[src/rtl/rs_pkg.sv]
package rs_pkg;
    typedef enum logic [1:0] {
        ST_FREE  = 2'd0,
        ST_WAIT  = 2'd1,
        ST_READY = 2'd2
    } rs_state_e;
endpackage

[src/rtl/rs_entry.sv]
module rs_entry
    import rs_pkg::*;
#(
    parameter int TAG_W  = 3,
    parameter int DATA_W = 16,
    parameter int OP_W   = 4,
    parameter int IMM_W  = 8
) (
    input  logic              clk,
    input  logic              rst_n,
    input  logic              alloc,
    input  logic              grant,
    input  logic [OP_W-1:0]   iss_op,
    input  logic [TAG_W-1:0]  iss_qj,
    input  logic [DATA_W-1:0] iss_vj,
    input  logic [TAG_W-1:0]  iss_qk,
    input  logic [DATA_W-1:0] iss_vk,
    input  logic [IMM_W-1:0]  iss_imm,
    input  logic              bc_valid,
    input  logic [TAG_W-1:0]  bc_tag,
    input  logic [DATA_W-1:0] bc_data,
    output logic              busy,
    output logic              ready,
    output logic [OP_W-1:0]   op,
    output logic [DATA_W-1:0] vj,
    output logic [DATA_W-1:0] vk,
    output logic [IMM_W-1:0]  imm
);
    rs_state_e          state_r, state_nx;
    logic [OP_W-1:0]    op_r, op_nx;
    logic [IMM_W-1:0]   imm_r, imm_nx;
    logic [TAG_W-1:0]   qj_r, qj_nx, qk_r, qk_nx;
    logic [DATA_W-1:0]  vj_r, vj_nx, vk_r, vk_nx;
    logic               hit_j, hit_k, ihit_j, ihit_k;

    always_comb begin
        hit_j  = bc_valid && (qj_r != '0) && (qj_r == bc_tag);
        hit_k  = bc_valid && (qk_r != '0) && (qk_r == bc_tag);
        ihit_j = bc_valid && (iss_qj != '0) && (iss_qj == bc_tag);
        ihit_k = bc_valid && (iss_qk != '0) && (iss_qk == bc_tag);
    end

    always_comb begin
        state_nx = state_r;
        op_nx    = op_r;
        imm_nx   = imm_r;
        qj_nx    = qj_r;
        qk_nx    = qk_r;
        vj_nx    = vj_r;
        vk_nx    = vk_r;
        unique case (state_r)
            ST_FREE: begin
                if (alloc) begin
                    op_nx  = iss_op;
                    imm_nx = iss_imm;
                    qj_nx  = ihit_j ? '0 : iss_qj;
                    vj_nx  = ihit_j ? bc_data : iss_vj;
                    qk_nx  = ihit_k ? '0 : iss_qk;
                    vk_nx  = ihit_k ? bc_data : iss_vk;
                    state_nx = (qj_nx == '0 && qk_nx == '0) ? ST_READY : ST_WAIT;
                end
            end
            ST_WAIT: begin
                if (hit_j) begin
                    qj_nx = '0;
                    vj_nx = bc_data;
                end
                if (hit_k) begin
                    qk_nx = '0;
                    vk_nx = bc_data;
                end
                if (qj_nx == '0 && qk_nx == '0) state_nx = ST_READY;
            end
            ST_READY: begin
                if (grant) state_nx = ST_FREE;
            end
            default: state_nx = ST_FREE;
        endcase
    end

    always_ff @(posedge clk) begin
        if (!rst_n) begin
            state_r <= ST_FREE;
            op_r    <= '0;
            imm_r   <= '0;
            qj_r    <= '0;
            qk_r    <= '0;
            vj_r    <= '0;
            vk_r    <= '0;
        end else begin
            state_r <= state_nx;
            op_r    <= op_nx;
            imm_r   <= imm_nx;
            qj_r    <= qj_nx;
            qk_r    <= qk_nx;
            vj_r    <= vj_nx;
            vk_r    <= vk_nx;
        end
    end

    always_comb begin
        busy  = (state_r != ST_FREE);
        ready = (state_r == ST_READY);
        op    = op_r;
        vj    = vj_r;
        vk    = vk_r;
        imm   = imm_r;
    end
endmodule

[src/rtl/rs_alloc.sv]
module rs_alloc #(
    parameter int NUM_ENT = 4,
    localparam int SLOT_W = (NUM_ENT > 1) ? $clog2(NUM_ENT) : 1
) (
    input  logic [NUM_ENT-1:0] busy_vec,
    input  logic               iss_valid,
    output logic               any_free,
    output logic [SLOT_W-1:0]  free_idx,
    output logic [NUM_ENT-1:0] alloc_vec
);
    always_comb begin
        any_free = ~&busy_vec;
        free_idx = '0;
        for (int i = NUM_ENT - 1; i >= 0; i--) begin
            if (!busy_vec[i]) free_idx = SLOT_W'(i);
        end
        alloc_vec = '0;
        if (iss_valid && any_free) alloc_vec[free_idx] = 1'b1;
    end
endmodule

[src/rtl/rs_age_select.sv]
module rs_age_select #(
    parameter int NUM_ENT = 4,
    localparam int SLOT_W = (NUM_ENT > 1) ? $clog2(NUM_ENT) : 1
) (
    input  logic               clk,
    input  logic               rst_n,
    input  logic [NUM_ENT-1:0] alloc_vec,
    input  logic [NUM_ENT-1:0] ready_vec,
    input  logic               fu_ready,
    output logic [NUM_ENT-1:0] pick_vec,
    output logic [NUM_ENT-1:0] grant_vec,
    output logic [SLOT_W-1:0]  pick_idx
);
    // older_r[j][i] set: station j was issued before station i
    logic [NUM_ENT-1:0] older_r [NUM_ENT];

    always_ff @(posedge clk) begin
        if (!rst_n) begin
            for (int j = 0; j < NUM_ENT; j++) older_r[j] <= '0;
        end else begin
            for (int k = 0; k < NUM_ENT; k++) begin
                if (alloc_vec[k]) begin
                    for (int j = 0; j < NUM_ENT; j++) begin
                        older_r[k][j] <= 1'b0;
                        if (j != k) older_r[j][k] <= 1'b1;
                    end
                end
            end
        end
    end

    always_comb begin
        for (int i = 0; i < NUM_ENT; i++) begin
            pick_vec[i] = ready_vec[i];
            for (int j = 0; j < NUM_ENT; j++) begin
                if (j != i && ready_vec[j] && older_r[j][i]) pick_vec[i] = 1'b0;
            end
        end
        grant_vec = fu_ready ? pick_vec : '0;
        pick_idx = '0;
        for (int i = 0; i < NUM_ENT; i++) begin
            if (pick_vec[i]) pick_idx = SLOT_W'(i);
        end
    end
endmodule

[src/rtl/rs_array.sv]
module rs_array
    import rs_pkg::*;
#(
    parameter int NUM_ENT = 4,
    parameter int TAG_W   = 3,
    parameter int DATA_W  = 16,
    parameter int OP_W    = 4,
    parameter int IMM_W   = 8,
    localparam int SLOT_W = (NUM_ENT > 1) ? $clog2(NUM_ENT) : 1
) (
    input  logic              clk,
    input  logic              rst_n,
    input  logic              iss_valid,
    input  logic [OP_W-1:0]   iss_op,
    input  logic [TAG_W-1:0]  iss_qj,
    input  logic [DATA_W-1:0] iss_vj,
    input  logic [TAG_W-1:0]  iss_qk,
    input  logic [DATA_W-1:0] iss_vk,
    input  logic [IMM_W-1:0]  iss_imm,
    output logic              iss_ready,
    output logic [SLOT_W-1:0] iss_slot,
    input  logic              bc_valid,
    input  logic [TAG_W-1:0]  bc_tag,
    input  logic [DATA_W-1:0] bc_data,
    input  logic              fu_ready,
    output logic              dsp_valid,
    output logic [OP_W-1:0]   dsp_op,
    output logic [DATA_W-1:0] dsp_a,
    output logic [DATA_W-1:0] dsp_b,
    output logic [IMM_W-1:0]  dsp_imm,
    output logic [SLOT_W-1:0] dsp_slot
);
    logic [NUM_ENT-1:0] busy_vec, ready_vec, alloc_vec, pick_vec, grant_vec;
    logic [OP_W-1:0]    ent_op  [NUM_ENT];
    logic [DATA_W-1:0]  ent_vj  [NUM_ENT];
    logic [DATA_W-1:0]  ent_vk  [NUM_ENT];
    logic [IMM_W-1:0]   ent_imm [NUM_ENT];

    rs_alloc #(.NUM_ENT(NUM_ENT)) u_alloc (
        .busy_vec (busy_vec),
        .iss_valid(iss_valid),
        .any_free (iss_ready),
        .free_idx (iss_slot),
        .alloc_vec(alloc_vec)
    );

    for (genvar g = 0; g < NUM_ENT; g++) begin : g_ent
        rs_entry #(
            .TAG_W(TAG_W), .DATA_W(DATA_W), .OP_W(OP_W), .IMM_W(IMM_W)
        ) u_ent (
            .clk     (clk),
            .rst_n   (rst_n),
            .alloc   (alloc_vec[g]),
            .grant   (grant_vec[g]),
            .iss_op  (iss_op),
            .iss_qj  (iss_qj),
            .iss_vj  (iss_vj),
            .iss_qk  (iss_qk),
            .iss_vk  (iss_vk),
            .iss_imm (iss_imm),
            .bc_valid(bc_valid),
            .bc_tag  (bc_tag),
            .bc_data (bc_data),
            .busy    (busy_vec[g]),
            .ready   (ready_vec[g]),
            .op      (ent_op[g]),
            .vj      (ent_vj[g]),
            .vk      (ent_vk[g]),
            .imm     (ent_imm[g])
        );
    end

    rs_age_select #(.NUM_ENT(NUM_ENT)) u_sel (
        .clk      (clk),
        .rst_n    (rst_n),
        .alloc_vec(alloc_vec),
        .ready_vec(ready_vec),
        .fu_ready (fu_ready),
        .pick_vec (pick_vec),
        .grant_vec(grant_vec),
        .pick_idx (dsp_slot)
    );

    always_comb begin
        dsp_valid = |ready_vec;
        dsp_op    = '0;
        dsp_a     = '0;
        dsp_b     = '0;
        dsp_imm   = '0;
        for (int i = 0; i < NUM_ENT; i++) begin
            if (pick_vec[i]) begin
                dsp_op  = dsp_op  | ent_op[i];
                dsp_a   = dsp_a   | ent_vj[i];
                dsp_b   = dsp_b   | ent_vk[i];
                dsp_imm = dsp_imm | ent_imm[i];
            end
        end
    end
endmodule

[config.mk]
export PLATFORM = sky130hd
export DESIGN_NAME = rs_array
export DESIGN_NICKNAME = d
export VERILOG_FILES = /design/src/rtl/rs_pkg.sv /design/src/rtl/rs_entry.sv /design/src/rtl/rs_alloc.sv /design/src/rtl/rs_age_select.sv /design/src/rtl/rs_array.sv
export SDC_FILE = /design/constraint.sdc
export NUM_CORES = 1
export LEC_CHECK = 0
export ABC_CLOCK_PERIOD_IN_PS = 5450
export BUFFER_PORTS_ARGS = -buffer_cell sky130_fd_sc_hd__buf_2
export CORE_UTILIZATION = 50
export DETAILED_ROUTE_END_ITERATION = 10
export PLACE_DENSITY_LB_ADDON = 0.2
export SLEW_MARGIN = 0
export SYNTH_ARGS = -nofsm -noshare
export SYNTH_HDL_FRONTEND = slang
export SYNTH_SLANG_ARGS = --single-unit
[constraint.sdc]
create_clock -name clk -period 5.45 [get_ports clk]
set_input_delay 1.09 -clock clk [delete_from_list [all_inputs] [get_ports clk]]
set_output_delay 1.09 -clock clk [all_outputs]
set_load 0.01 [all_outputs]
==> results summary <==
The flow ran to the end, and the final reports show no timing, DRC or antenna violations. The total area inside the core boundary comes to 0.0212 mm². In the synthesized netlist, mux cells make up 12.3% of the area.

The filler cell count in the final layout is 1957. Summed over all layers, the routed wires come to 31600 µm. TritonCTS built the clock tree. The final setup TNS is 0 ns.

The minimum period implied by the final worst setup slack came out at 4.21 ns. The synthesized netlist devotes 0% of its cell area to adder and majority cells. The post-layout utilization of the core came out at 58.4%. The register-to-register setup slack is 2.69 ns. The number of clock buffers added by TritonCTS is 24. After clock tree synthesis, the clock-pin slew on the worst setup and hold paths is 0.06 ns. Counting every sink on the clock net gives 220.

For the worst setup path, the data arrival time is 3.12 ns. The worst voltage drop across the vdd grid came out at 0.239 mV. In this run the most critical hold path is launched from g_ent[2].u_ent.imm[2]. The endpoint required time on the critical path came out at 4.36 ns.

The total number of yosys warnings came out at 0. The xor/xnor share of the synthesized area came out at 1.91%. The worst slew slack as a fraction of its limit came out at 17.0%.

The number of nets produced by synthesis came out at 1366. After layout, the design draws a total of 4180 µW. The number of cells upsized or downsized after cts came out at 0. Clock tree synthesis selected as its root buffer the cell sky130_fd_sc_hd__clkbuf_16.

The post-synthesis register bit count is 220. The global-route usage over all layers is 27.8%. The number of iterations in the first detailed-routing pass is 7. The total overflow left after global routing is 0. The initial antenna violation count came to 3.

The count of final setup violators came out at 0. A synthesized cell averages 8.46 µm². In this run the worst path has a maximum fanout of 30. The count of buffers added on input and output ports is 123. Counting distinct cell types in the post-synthesis netlist gives 63. For this design the ratio of total power to cell area is 337 mW/mm². The number of placement rows came out at 53.

Dividing the detail-routed via count by the number of cells gives 6.02. The clock passes through at most 3 buffers. The post-route netlist has 16.8% of its cells at a drive strength greater than 1. The relative area change from synthesis to final layout is 13.3%.

The via count of the routed design is 9807. For this run, the register share of the synthesized area comes to 41.1%. The average wire per cell in the routed design came out at 19.4 µm.

The category of the critical setup timing path is register to output pin. The standby leakage power came out at 0.00474 µW. The compound-cell area share of the yosys netlist came out at 24.9%.

The height of the chip is 150 µm. The number of flops mapped to enable cells by yosys came out at 9. The clock latency on the worst-skew pair came out at 0.53 ns. The synthesized netlist cell count came out at 1292. In this run the critical register-to-register path is captured at g_ent[0].u_ent.vj[5]. The type of destination of the critical path is an output pin. The worst hold path depth came out at 2. The startpoint identified for the worst register-to-register timing path is g_ent[0].u_ent.qj_r[1]. For hold timing, the worst endpoint is g_ent[2].u_ent.imm[2].

The number of DRC violations after detailed-routing iteration 0 came out at 940. The simple-gate share of the synthesized area came out at 14.0%. Measured in cells, the most critical reg-to-reg path has a length of 5.

The setup skew after layout is 0.0238 ns. The number of hold buffers added after CTS was 0. CTS built an H-tree with a depth of 1. At the pin with the least slew margin, the transition time is 1.24 ns. The count of final hold-check violations came to 0.

After synthesis, the largest family of logic cells by area is compound AO/OA/AOI/OAI gates. The number of top-level design ports came out at 124. The wire length of the first global-routing pass came out at 49300 µm. The antenna violation net count after detailed routing is 0.

The number of global-route vias before repair is 9007. The total setup buffers inserted after CTS came out at 0. The total half-perimeter wirelength after legalization and detailed placement is 19400 µm. Dividing the final minimum period by the clock period gives 77.3%. The max-slew violation total from the final report is 0. The netlist area before placement came out at 0.0109 mm². The placer congestion estimate came out at 0.844. The top achievable clock speed came out at 237 MHz. The share of async-settable or async-resettable flops after synthesis is 0%. The pin count of the biggest net entering global routing came out at 103. Once the floorplan was initialized, standard cells occupied 51.5% of the core. The number of remaining DRC errors is 0. The startpoint kind of the worst setup timing path is a register. Setup repair after global routing left no endpoint under its margin. For this run, the leading register cell type out of synthesis is sky130_fd_sc_hd__dfxtp_1. The net count of the finished layout came out at 1410. From left edge to right edge, the die measures 150 µm. The tightest hold path in the finished design has a slack of 0.454 ns. The tightest min-delay check is of the register to register type. The number of maximum-capacitance constraint violations came out at 0. The overall die area came out at 0.0225 mm².
worst max path at each step:
stage | startpoint | end | slack (ns) | cells past startpoint
floorplan | g_ent[1].u_ent.state_r[1] | dsp_b[10] | 2.65 | 8
global placement | bc_tag[2] | g_ent[0].u_ent.vj[1] | 1.79 | 6
detailed placement | bc_tag[2] | g_ent[0].u_ent.vj[0] | 1.71 | 6
CTS | g_ent[3].u_ent.state_r[0] | dsp_b[3] | 1.28 | 7
global route | g_ent[3].u_ent.state_r[0] | dsp_b[12] | 1.11 | 7
finish | g_ent[3].u_ent.state_r[0] | dsp_b[3] | 1.24 | 7
critical path: stages, from the launching register on:
cell,delay (ns)
sky130_fd_sc_hd__dfxtp_1,0.56
sky130_fd_sc_hd__nor2b_1,0.14
sky130_fd_sc_hd__a221oi_1,0.36
sky130_fd_sc_hd__and2_2,0.54
sky130_fd_sc_hd__buf_4,0.46
sky130_fd_sc_hd__a222oi_1,0.19
sky130_fd_sc_hd__nand2_1,0.17
sky130_fd_sc_hd__buf_2,0.15
report_power, final:
group / internal [µW] / total (µW) / switching (µW)
Sequential: 1730 / 1800 / 67.6
Combinational: 236 / 653 / 417
Clock: 1050 / 1720 / 677
Total: 3010 / 4180 / 1160
stage by stage:
step,cell area [µm²],cells,worst slack (ns)
final,12400,1630,1.24
after global routing,12400,1629,1.11
after CTS,12400,1626,1.28
after detailed placement,11500,1585,1.71
after global placement,11500,1585,1.79
after floorplan,10900,1292,2.65
logic make-up (layout without fill, tap and decap cells):
group	count (synthesis)	after routing
compound gates	438	438
simple gates	346	346
flops	220	220
mux	134	134
buf+inv	131	190
xor+xnor	23	23
other cells	0	4
area by class of cell:
| type | instances | area [µm²] | area share (%) |
|---|---|---|---|
| sequential | 220 | 4490 | 36.3 |
| antenna | 4 | 10.0 | 0.0808 |
| timing repair buffer | 143 | 768 | 6.20 |
| tap | 275 | 344 | 2.78 |
| multi-input combinational | 941 | 5910 | 47.7 |
| inverter | 6 | 22.5 | 0.182 |
| clock buffer | 34 | 709 | 5.73 |
| clock inverter | 7 | 124 | 1.00 |
cell usage after synthesis (4+ instances only):
cell type	n	area (µm²)
sky130_fd_sc_hd__a222oi_1	44	440
sky130_fd_sc_hd__nand2_1	211	792
sky130_fd_sc_hd__clkbuf_1	70	263
sky130_fd_sc_hd__inv_1	6	22.5
sky130_fd_sc_hd__mux2i_1	134	1340
sky130_fd_sc_hd__nor2b_1	4	25.0
sky130_fd_sc_hd__o31ai_1	28	210
sky130_fd_sc_hd__nor2_1	45	169
sky130_fd_sc_hd__o21ai_0	120	601
sky130_fd_sc_hd__a21oi_1	192	961
sky130_fd_sc_hd__buf_1	6	22.5
sky130_fd_sc_hd__edfxtp_1	9	270
sky130_fd_sc_hd__o21ai_2	6	52.6
sky130_fd_sc_hd__buf_6	8	90.1
sky130_fd_sc_hd__o21a_1	7	52.6
sky130_fd_sc_hd__or2_2	9	56.3
sky130_fd_sc_hd__nand2b_1	5	31.3
sky130_fd_sc_hd__xnor2_1	20	175
sky130_fd_sc_hd__dfxtp_1	211	4220
sky130_fd_sc_hd__nor3_1	11	55.1
sky130_fd_sc_hd__and2_1	5	31.3
sky130_fd_sc_hd__buf_2	31	155
sky130_fd_sc_hd__nand3_1	21	105
sky130_fd_sc_hd__a21oi_2	10	87.6
sky130_fd_sc_hd__nand3b_1	7	52.6
sky130_fd_sc_hd__or3_1	6	37.5
sky130_fd_sc_hd__buf_4	6	45.0
sky130_fd_sc_hd__nand4_1	4	25.0
routing by layer:
metal	global-route usage [%]	up-vias	routed length, µm
met2	43.9	385	14400
met4	7.98	0	573
met1	39.6	4626	14300
met5	0	-	0
li1	-	4754	-
met3	3.41	42	2280
registers in the layout (all words and copies together) (netlist names):
| signal | flops |
|---|---|
| g_ent.u_ent.state_r | 8 |
| g_ent.u_ent.op | 16 |
| g_ent.u_ent.qk_r | 12 |
| u_sel.older_r | 12 |
| g_ent.u_ent.imm | 32 |
| g_ent.u_ent.vk | 64 |
| g_ent.u_ent.qj_r | 12 |
| g_ent.u_ent.vj | 64 |
cells in the final DEF (no fill, tap or decap), types with 4 or more instances in the layout:
| cell | synthesis | layout |
|---|---|---|
| sky130_fd_sc_hd__xnor2_1 | 20 | 20 |
| sky130_fd_sc_hd__clkbuf_16 | 0 | 25 |
| sky130_fd_sc_hd__clkbuf_1 | 70 | 4 |
| sky130_fd_sc_hd__nand3_1 | 21 | 21 |
| sky130_fd_sc_hd__clkbuf_8 | 0 | 5 |
| sky130_fd_sc_hd__o21ai_0 | 120 | 120 |
| sky130_fd_sc_hd__dfxtp_1 | 211 | 211 |
| sky130_fd_sc_hd__o31ai_1 | 28 | 22 |
| sky130_fd_sc_hd__mux2i_1 | 134 | 134 |
| sky130_fd_sc_hd__inv_1 | 6 | 5 |
| sky130_fd_sc_hd__a21oi_2 | 10 | 10 |
| sky130_fd_sc_hd__nand3b_1 | 7 | 7 |
| sky130_fd_sc_hd__o21ai_2 | 6 | 6 |
| sky130_fd_sc_hd__nor2b_1 | 4 | 4 |
| sky130_fd_sc_hd__a21oi_1 | 192 | 192 |
| sky130_fd_sc_hd__a222oi_1 | 44 | 44 |
| sky130_fd_sc_hd__diode_2 | 0 | 4 |
| sky130_fd_sc_hd__nand2_1 | 211 | 211 |
| sky130_fd_sc_hd__edfxtp_1 | 9 | 9 |
| sky130_fd_sc_hd__buf_2 | 31 | 122 |
| sky130_fd_sc_hd__or2_2 | 9 | 9 |
| sky130_fd_sc_hd__o21a_1 | 7 | 7 |
| sky130_fd_sc_hd__nand4_1 | 4 | 4 |
| sky130_fd_sc_hd__nor2_1 | 45 | 45 |
| sky130_fd_sc_hd__nand2b_1 | 5 | 5 |
| sky130_fd_sc_hd__nor3_1 | 11 | 10 |
| sky130_fd_sc_hd__buf_4 | 6 | 21 |
| sky130_fd_sc_hd__o31ai_4 | 0 | 6 |
| sky130_fd_sc_hd__or3_1 | 6 | 6 |
No activity file was read; power rests on OpenSTA's default activity.
